`src/rtl/sdiv_pkg.sv`:
```
package sdiv_pkg;
  typedef enum logic {
    SEL_DIV = 1'b0,
    SEL_HI  = 1'b1
  } sdiv_sel_e;
endpackage

```
`src/rtl/sdiv_regs.sv`:
```
module sdiv_regs
  import sdiv_pkg::*;
#(
  parameter int W = 4
) (
  input  logic         clk,
  input  logic         rst_n,
  input  logic         wr_en,
  input  logic         wr_sel,
  input  logic [W-1:0] wr_data,
  input  logic         rd_sel,
  output logic [W-1:0] rd_data,
  output logic [W-1:0] div_q,
  output logic [W-1:0] hi_q
);
  logic wr_div, wr_hi;

  assign wr_div = wr_en && (wr_sel == SEL_DIV);
  assign wr_hi  = wr_en && (wr_sel == SEL_HI);

  always_ff @(posedge clk or negedge rst_n) begin
    if (!rst_n) begin
      div_q <= '0;
      hi_q  <= '0;
    end else begin
      if (wr_div) div_q <= wr_data;
      if (wr_hi)  hi_q  <= wr_data;
    end
  end

  always_comb begin
    if (rd_sel == SEL_HI) rd_data = hi_q;
    else                  rd_data = div_q;
  end
endmodule

```
`src/rtl/sdiv_seq.sv`:
```
module sdiv_seq #(
  parameter int W = 4
) (
  input  logic         clk,
  input  logic         rst_n,
  input  logic [W-1:0] div_q,
  input  logic [W-1:0] hi_q,
  output logic         run_q,
  output logic [W-1:0] cnt_q,
  output logic [W-1:0] cnt_nxt,
  output logic [W-1:0] act_div_q,
  output logic [W-1:0] act_hi_q,
  output logic         period_end,
  output logic         load,
  output logic         stop
);
  // A high count above the divide value saturates to it.
  function automatic logic [W-1:0] clamp_hi(input logic [W-1:0] hv, input logic [W-1:0] dv);
    return (hv > dv) ? dv : hv;
  endfunction

  logic div_nz;

  assign div_nz     = (div_q != '0);
  assign period_end = run_q && (cnt_q == act_div_q);
  assign load       = div_nz && (!run_q || period_end);
  assign stop       = period_end && !div_nz;
  assign cnt_nxt    = load ? '0 : (run_q ? cnt_q + 1'b1 : '0);

  always_ff @(posedge clk or negedge rst_n) begin
    if (!rst_n) begin
      run_q     <= 1'b0;
      cnt_q     <= '0;
      act_div_q <= '0;
      act_hi_q  <= '0;
    end else if (load) begin
      run_q     <= 1'b1;
      cnt_q     <= '0;
      act_div_q <= div_q;
      act_hi_q  <= clamp_hi(hi_q, div_q);
    end else if (stop) begin
      run_q <= 1'b0;
      cnt_q <= '0;
    end else if (run_q) begin
      cnt_q <= cnt_nxt;
    end
  end
endmodule

```
`src/rtl/sdiv_wave.sv`:
```
module sdiv_wave #(
  parameter int W = 4
) (
  input  logic         clk,
  input  logic         rst_n,
  input  logic         load,
  input  logic         stop,
  input  logic         run_q,
  input  logic [W-1:0] cnt_nxt,
  input  logic [W-1:0] act_hi_q,
  output logic         clk_out
);
  function automatic logic in_high(input logic [W-1:0] c, input logic [W-1:0] h);
    return c <= h;
  endfunction

  logic out_d;

  always_comb begin
    if (load)       out_d = 1'b1;
    else if (stop)  out_d = 1'b0;
    else if (run_q) out_d = in_high(cnt_nxt, act_hi_q);
    else            out_d = 1'b0;
  end

  always_ff @(posedge clk or negedge rst_n) begin
    if (!rst_n) clk_out <= 1'b0;
    else        clk_out <= out_d;
  end
endmodule

```
`src/rtl/sdiv_clkgen.sv`:
```
module sdiv_clkgen #(
  parameter int W = 4
) (
  input  logic         clk,
  input  logic         rst_n,
  input  logic         wr_en,
  input  logic         wr_sel,
  input  logic [W-1:0] wr_data,
  input  logic         rd_sel,
  output logic [W-1:0] rd_data,
  output logic         clk_out
);
  logic [W-1:0] div_q, hi_q;
  logic         run_q, period_end, load, stop;
  logic [W-1:0] cnt_q, cnt_nxt, act_div_q, act_hi_q;

  sdiv_regs #(.W(W)) u_regs (
    .clk(clk), .rst_n(rst_n), .wr_en(wr_en), .wr_sel(wr_sel), .wr_data(wr_data),
    .rd_sel(rd_sel), .rd_data(rd_data), .div_q(div_q), .hi_q(hi_q)
  );

  sdiv_seq #(.W(W)) u_seq (
    .clk(clk), .rst_n(rst_n), .div_q(div_q), .hi_q(hi_q),
    .run_q(run_q), .cnt_q(cnt_q), .cnt_nxt(cnt_nxt),
    .act_div_q(act_div_q), .act_hi_q(act_hi_q),
    .period_end(period_end), .load(load), .stop(stop)
  );

  sdiv_wave #(.W(W)) u_wave (
    .clk(clk), .rst_n(rst_n), .load(load), .stop(stop), .run_q(run_q),
    .cnt_nxt(cnt_nxt), .act_hi_q(act_hi_q), .clk_out(clk_out)
  );
endmodule

```
`config.mk`:
```
export PLATFORM = sky130hd
export DESIGN_NAME = sdiv_clkgen
export DESIGN_NICKNAME = d
export VERILOG_FILES = /design/src/rtl/sdiv_pkg.sv /design/src/rtl/sdiv_regs.sv /design/src/rtl/sdiv_seq.sv /design/src/rtl/sdiv_wave.sv /design/src/rtl/sdiv_clkgen.sv
export SDC_FILE = /design/constraint.sdc
export NUM_CORES = 1
export LEC_CHECK = 0
export BUFFER_PORTS_ARGS = -buffer_cell sky130_fd_sc_hd__buf_2
export CORE_UTILIZATION = 61
export DETAILED_ROUTE_END_ITERATION = 8
export GPL_TIMING_DRIVEN = 0
export PLACE_DENSITY = 0.94
export SYNTH_ARGS = -nofsm -noshare
export SYNTH_HDL_FRONTEND = slang
export SYNTH_SLANG_ARGS = --single-unit
```
`constraint.sdc`:
```
create_clock -name clk -period 6.7 [get_ports clk]
set_clock_uncertainty 0.2 [all_clocks]
set_input_delay 1.005 -clock clk [delete_from_list [all_inputs] [get_ports clk]]
set_output_delay 1.005 -clock clk [all_outputs]
set_load 0.01 [all_outputs]
```
==> results.sh, run 1 <==
export IMPL_post_dp_cell_area_um2=1320
export IMPL_relSlewSlack=0.485
export IMPL_drt_iter0_markers=17
export IMPL_place_inst=158
export IMPL_synth_xor_area_frac=0.0429
export IMPL_vdd_ir_drop_max_mv=0.224
export IMPL_critPathRequiredTime_ns=5.49
export IMPL_setup_worst_path_end_class="primary output"
export IMPL_rows=15
export IMPL_fin_area_um2=1340
export IMPL_maxCapViolCount=0
export IMPL_crit_family="multiplexers"
export IMPL_ys_seq_area_frac=0.449
export IMPL_hold_viol=0
export IMPL_netlist_cell_type_count=25
export IMPL_hold_depth=1
export IMPL_final_core_util=0.746
export IMPL_portBuffers=13
export IMPL_cts_resized=0
export IMPL_num_antenna_cells=0
export IMPL_hold_path_startpoint="u_seq.act_div_q[0]$_DFFE_PN0N_"
export IMPL_slowest_stage="mux2_2"
export IMPL_final_cells=161
export IMPL_setup_viol=0
export IMPL_wl_per_cell_um=14.8
export IMPL_ys_flop_type="dfrtp_1"
export IMPL_grt_max_degree=23
export IMPL_timing_final_crit_period_ns=2.82
export IMPL_clock_fmax_mhz=354
export IMPL_routed_via_count=935
export IMPL_ys_async_sr_fraction=1.00
export IMPL_initial_core_util=0.680
export IMPL_hold_class="flop to flop"
export IMPL_ant_nets=0
export IMPL_synth_nets=138
export IMPL_synthAdderAreaFrac=0.0919
export IMPL_overflow=0
export IMPL_gp_congestion=0.854
export IMPL_fin_nets=156
export IMPL_coreArea_um2=1800
export IMPL_r2r_setup_slack_ns=4.03
export IMPL_cts_root_buf="clkbuf_4"
export IMPL_max_stage_delay_ns=0.34
export IMPL_crit_top_cell="buf_2"
export IMPL_synth_top_family_by_area="simple AND/OR/NAND/NOR gates"
export IMPL_clock_path_buffers=2
export IMPL_fp_dieH_um=46.8
export IMPL_pre_cts_slack_ns=3.87
export IMPL_crit_chain="buf_2 -> mux2_2 -> buf_2"
export IMPL_period_share=0.422
export IMPL_grt_pass1_wl_um=3980
export IMPL_fin_ws_ns=3.88
export IMPL_status="finished clean"
export IMPL_whs_endpoint="u_seq.act_div_q[0]$_DFFE_PN0N_"
export IMPL_grt_pass1_vias=916
export IMPL_drt_wl_total_um=2380
export IMPL_synth_edf_count=0
export IMPL_synth_cells=120
export IMPL_yosys_warnings=0
export IMPL_io_pins=14
export IMPL_cp_max_fo=7
export IMPL_htreeDepth=1
export IMPL_netlist_area_um2=1220
export IMPL_setup_worst_path_start_class="primary input"
export IMPL_synth_simple_area_share=0.147
export IMPL_maxSlewViolCount=0
export IMPL_cp_data_arrival_time_ns=1.62
export IMPL_drive_above_1_share=0.199
export IMPL_antenna_found_initial=0
export IMPL_finalSetupTns_ns=0
export IMPL_p_per_area_nw_per_um2=434
export IMPL_rsz0062_at_grt="no"
export IMPL_worst_path_buf_inv=2
export IMPL_muxShareOfSynthArea=0.0970
export IMPL_die_x_um=46.8
export IMPL_worstMarginPinSlew_ns=0.762
export IMPL_power_mw=0.583
export IMPL_synth_area_per_cell_um2=10.2
export IMPL_dp_hpwl_um=1910
export IMPL_dieArea_um2=2190
export IMPL_holdWs_ns=0.320
export IMPL_first_pass_iters=4
export IMPL_ys_ff_latch=22
export IMPL_synth_compound_area_frac=0.138
export IMPL_path_class="primary input to primary output"
export IMPL_tritoncts="yes"
export IMPL_timing_rr_start="u_seq.cnt_q[0]$_DFFE_PN0P_"
export IMPL_r2r_end="u_wave.clk_out$_DFF_PN0_"
export IMPL_cts_buffers=3
export IMPL_rr_worst_depth=11
export IMPL_syn_to_final_growth_pct=9.70
export IMPL_clkTransAtPathRegs_ns=0.11
export IMPL_drc_errors=0
export IMPL_hold_buffers=0
export IMPL_cts_sinks=22
export IMPL_leakagePower_nw=0.628
export IMPL_via_per_inst=5.81
export IMPL_worstSkewPairLatency_ns=0.31
export IMPL_cts_setup_buffers=0
export IMPL_gr_usage_all_layers=0.270
-- per-layer routing --
layer	global-route usage	up-vias	share of wire
met4	0.143	0	0.021
met2	0.494	18	0.56
met3	0.0538	7	0.023
met5	0	-	0
li1	-	452	-
met1	0.292	458	0.40
-- worst register-to-register path, delay by kind of cell, from the launching register on --
kind	cells	cell delay, ns
compound gates	5	1.02
flops	1	0.47
fa+ha+maj	1	0.30
simple gates	3	0.27
xor+xnor	1	0.20
buf+inv	1	0.16
-- worst max path at each step --
| stage | cells past startpoint | startpoint | to |
|---|---|---|---|
| 2_1_floorplan | 1 | rd_sel | rd_data[0] |
| 3_3_place_gp | 3 | rd_sel | rd_data[0] |
| 3_5_place_dp | 3 | rd_sel | rd_data[0] |
| 4_1_cts | 3 | rd_sel | rd_data[0] |
| 5_1_grt | 3 | rd_sel | rd_data[0] |
| 6_report | 3 | rd_sel | rd_data[0] |
-- placed cells by master (no fill, tap or decap) --
master,Yosys,routed
a21oi_1,6,6
buf_2,0,13
buf_6,1,1
clkbuf_4,0,3
dfrtp_1,22,22
ha_1,9,9
inv_1,8,8
mux2_1,1,1
mux2_2,6,6
mux2i_1,4,4
nand2_1,13,13
nand2b_1,2,2
nand3_1,1,1
nand4_1,2,2
nor2_1,8,8
nor2_8,1,1
nor2b_1,3,3
nor3_1,1,1
nor4_4,1,1
o21a_1,2,2
o21ai_0,19,19
o21ai_2,1,1
o41a_1,1,1
o41ai_1,1,1
or2_2,1,1
xnor2_1,1,1
xor2_1,5,5
-- final cells by class --
cell class	instances	area, µm²
Buffer	1	11.3
Clock buffer	3	22.5
Fill cell	137	458
Inverter	8	30.0
Multi-Input combinational cell	89	633
Sequential cell	22	551
Tap cell	25	31.3
Timing Repair Buffer	13	65.1
-- state kept, by name, indices dropped and copies added (netlist names) --
| register | flops |
|---|---|
| u_seq.run_q | 1 |
| u_regs.div_q | 4 |
| u_seq.cnt_q | 4 |
| u_wave.clk_out | 1 |
| u_regs.hi_q | 4 |
| u_seq.act_hi_q | 4 |
| u_seq.act_div_q | 4 |
-- power breakdown --
part	leakage [nW]	internal (mW)	switching, mW	total, mW
combinational	0.357	0.137	0.161	0.298
clock	0.0138	0.0210	0.0388	0.0598
sequential	0.257	0.181	0.0438	0.225
-- Yosys cell counts (2+ instances only) --
cell type,instances,share of area
a21oi_1,6,0.025
dfrtp_1,22,0.45
ha_1,9,0.092
inv_1,8,0.025
mux2_2,6,0.055
mux2i_1,4,0.033
nand2_1,13,0.040
nand2b_1,2,0.010
nand4_1,2,0.010
nor2_1,8,0.025
nor2b_1,3,0.015
o21a_1,2,0.012
o21ai_0,19,0.078
xor2_1,5,0.036
-- logic make-up (layout without fill, tap and decap cells) --
| kind of cell | after synthesis | after routing |
|---|---|---|
| compound gates | 30 | 30 |
| xor+xnor | 6 | 6 |
| fa+ha+maj | 9 | 9 |
| buf+inv | 9 | 25 |
| flops | 22 | 22 |
| mux | 11 | 11 |
| simple gates | 33 | 33 |
Note: power is estimated with default switching activity, not from simulation.
==> inputs of run 2 (changes only) <==
Settings changed: CORE_UTILIZATION 61 to 56, PLACE_DENSITY 0.94 to 0.88.
Clock period 6.7 ns to 2.8 ns, I/O delays scaled along.
==> run 2 against run 1 <==
Effect of this change:
- final cell count grew 3.7%
- cell area is 4.4% higher
- routed wire length down 3.6%
- sequential power is 140% higher
- die area rose by 8.5%
- core utilization decreased by 4.5 points
- register-to-register slack got worse by 3.9 ns
- worst setup slack got worse by 3.7 ns
- flip-flop and latch count unchanged
- via count shrank 1.4%
- highest routed layer unchanged
==> results.sh, run 2 (same netlist as run 1, synthesis figures left out) <==
export IMPL_status="finished clean"
export IMPL_final_cell_mix="dfrtp_1 (21), o21ai_0 (19), nand2_1 (13), buf_2 (13), ha_1 (9)"
export IMPL_slowest_stage="dfrtp_2"
export IMPL_gr_usage_all_layers=0.226
export IMPL_p_per_area_nw_per_um2=1090
export IMPL_finalSetupTns_ns=0
export IMPL_max_stage_delay_ns=0.46
export IMPL_power_mw=1.52
export IMPL_cts_buffers=3
export IMPL_worstMarginPinSlew_ns=0.780
export IMPL_dp_hpwl_um=1780
export IMPL_cts_root_buf="clkbuf_4"
export IMPL_fill_cells=158
export IMPL_place_inst=160
export IMPL_final_common_cell="dfrtp_1"
export IMPL_timing_final_crit_period_ns=2.64
export IMPL_relSlewSlack=0.474
export IMPL_fin_ws_ns=0.164
export IMPL_leakagePower_nw=0.655
export IMPL_crit_chain="xor2_1 -> o41a_1 -> buf_6 -> o21ai_2 -> nor2_1 -> ha_1 -> nor2b_1 -> o21ai_0 -> nand2b_1 -> a21oi_1 -> o21a_1"
export IMPL_grt_pass1_wl_um=4110
export IMPL_cp_data_arrival_time_ns=2.69
export IMPL_drc_errors=0
export IMPL_gp_congestion=0.782
export IMPL_antenna_found_initial=0
export IMPL_rows=16
export IMPL_period_share=0.941
export IMPL_clkTransAtPathRegs_ns=0.13
export IMPL_first_pass_iters=5
export IMPL_final_cells=167
export IMPL_setup_worst_path_end_class="flop"
export IMPL_drive_above_1_share=0.221
export IMPL_path_class="flop to flop"
export IMPL_hold_viol=0
export IMPL_grt_max_degree=23
export IMPL_routed_via_count=922
export IMPL_clock_path_buffers=2
export IMPL_holdWs_ns=0.112
export IMPL_final_core_util=0.701
export IMPL_die_x_um=48.8
export IMPL_critPathRequiredTime_ns=2.85
export IMPL_initial_core_util=0.612
export IMPL_drt_iter0_markers=7
export IMPL_post_dp_cell_area_um2=1320
export IMPL_coreArea_um2=2000
export IMPL_fin_nets=159
export IMPL_io_pins=14
export IMPL_dieArea_um2=2380
export IMPL_num_antenna_cells=0
export IMPL_grt_pass1_vias=971
export IMPL_htreeDepth=1
export IMPL_syn_to_final_growth_pct=14.5
export IMPL_fp_dieH_um=48.8
export IMPL_tritoncts="yes"
export IMPL_maxSlewViolCount=0
export IMPL_portBuffers=13
export IMPL_overflow=0
export IMPL_wl_per_cell_um=13.8
export IMPL_setup_viol=0
export IMPL_pre_cts_slack_ns=0.152
export IMPL_vdd_ir_drop_max_mv=0.607
export IMPL_cts_sinks=22
export IMPL_via_per_inst=5.52
export IMPL_setup_worst_path_start_class="flop"
export IMPL_cp_max_fo=10
export IMPL_maxCapViolCount=0
export IMPL_worstSkewPairLatency_ns=0.32
export IMPL_drt_wl_total_um=2300
export IMPL_hold_class="primary input to flop"
export IMPL_clock_fmax_mhz=379
export IMPL_ant_nets=0
export IMPL_fin_area_um2=1400
==> run 2: layer usage <==
metal	part of all wire	global-route usage
met2	0.53	0.419
met3	0.028	0.0280
met1	0.43	0.266
met4	0.013	0.0784
met5	0	0
==> run 2: worst max-delay path, delay by kind of cell (launching register included) <==
family | cells | cell delay, ns
AO/OA/AOI/OAI | 5 | 1.02
XOR/XNOR | 1 | 0.19
adder cells (fa/ha/maj) | 1 | 0.28
buffers and inverters | 1 | 0.16
flip-flops | 1 | 0.46
AND/OR/NAND/NOR | 3 | 0.28
==> run 2: power breakdown <==
part | total [mW] | internal, mW | switching [mW]
Clock | 0.244 | 0.145 | 0.0992
Combinational | 0.745 | 0.344 | 0.401
Sequential | 0.533 | 0.436 | 0.0976
==> run 2: what timing repair did <==
action                                 CTS  global route
endpoints found under the hold margin   22             0
gates resized for setup                  0             1
hold buffers                             1             0
setup buffers                            0             2
setup endpoints to repair                0             1
==> run 2: worst paths after layout <==
path	startpoint	endpoint	slack, ns	cells past startpoint
max	u_seq.cnt_q[0]$_DFFE_PN0P_	u_wave.clk_out$_DFF_PN0_	0.16	11
min reg2reg	u_seq.act_div_q[0]$_DFFE_PN0N_	u_seq.act_div_q[0]$_DFFE_PN0N_	0.34	1
min in group asynchronous	rst_n	u_seq.act_hi_q[1]$_DFFE_PN0N_	0.37	2
max in group asynchronous	rst_n	u_seq.cnt_q[0]$_DFFE_PN0P_	1.67	2
max reg2reg	u_seq.cnt_q[0]$_DFFE_PN0P_	u_wave.clk_out$_DFF_PN0_	0.16	11
min	wr_data[2]	u_regs.div_q[2]$_DFFE_PN0P_	0.11	3
==> run 2: final cells by class <==
type / instances / area [µm²] / area share
tap: 27 / 33.8 / 0.0241
buffer: 1 / 11.3 / 0.00803
multi-input combinational: 89 / 633 / 0.451
timing repair buffer: 16 / 90.1 / 0.0642
clock buffer: 3 / 22.5 / 0.0161
sequential: 22 / 552 / 0.393
clock inverter: 1 / 30.0 / 0.0214
inverter: 8 / 30.0 / 0.0214
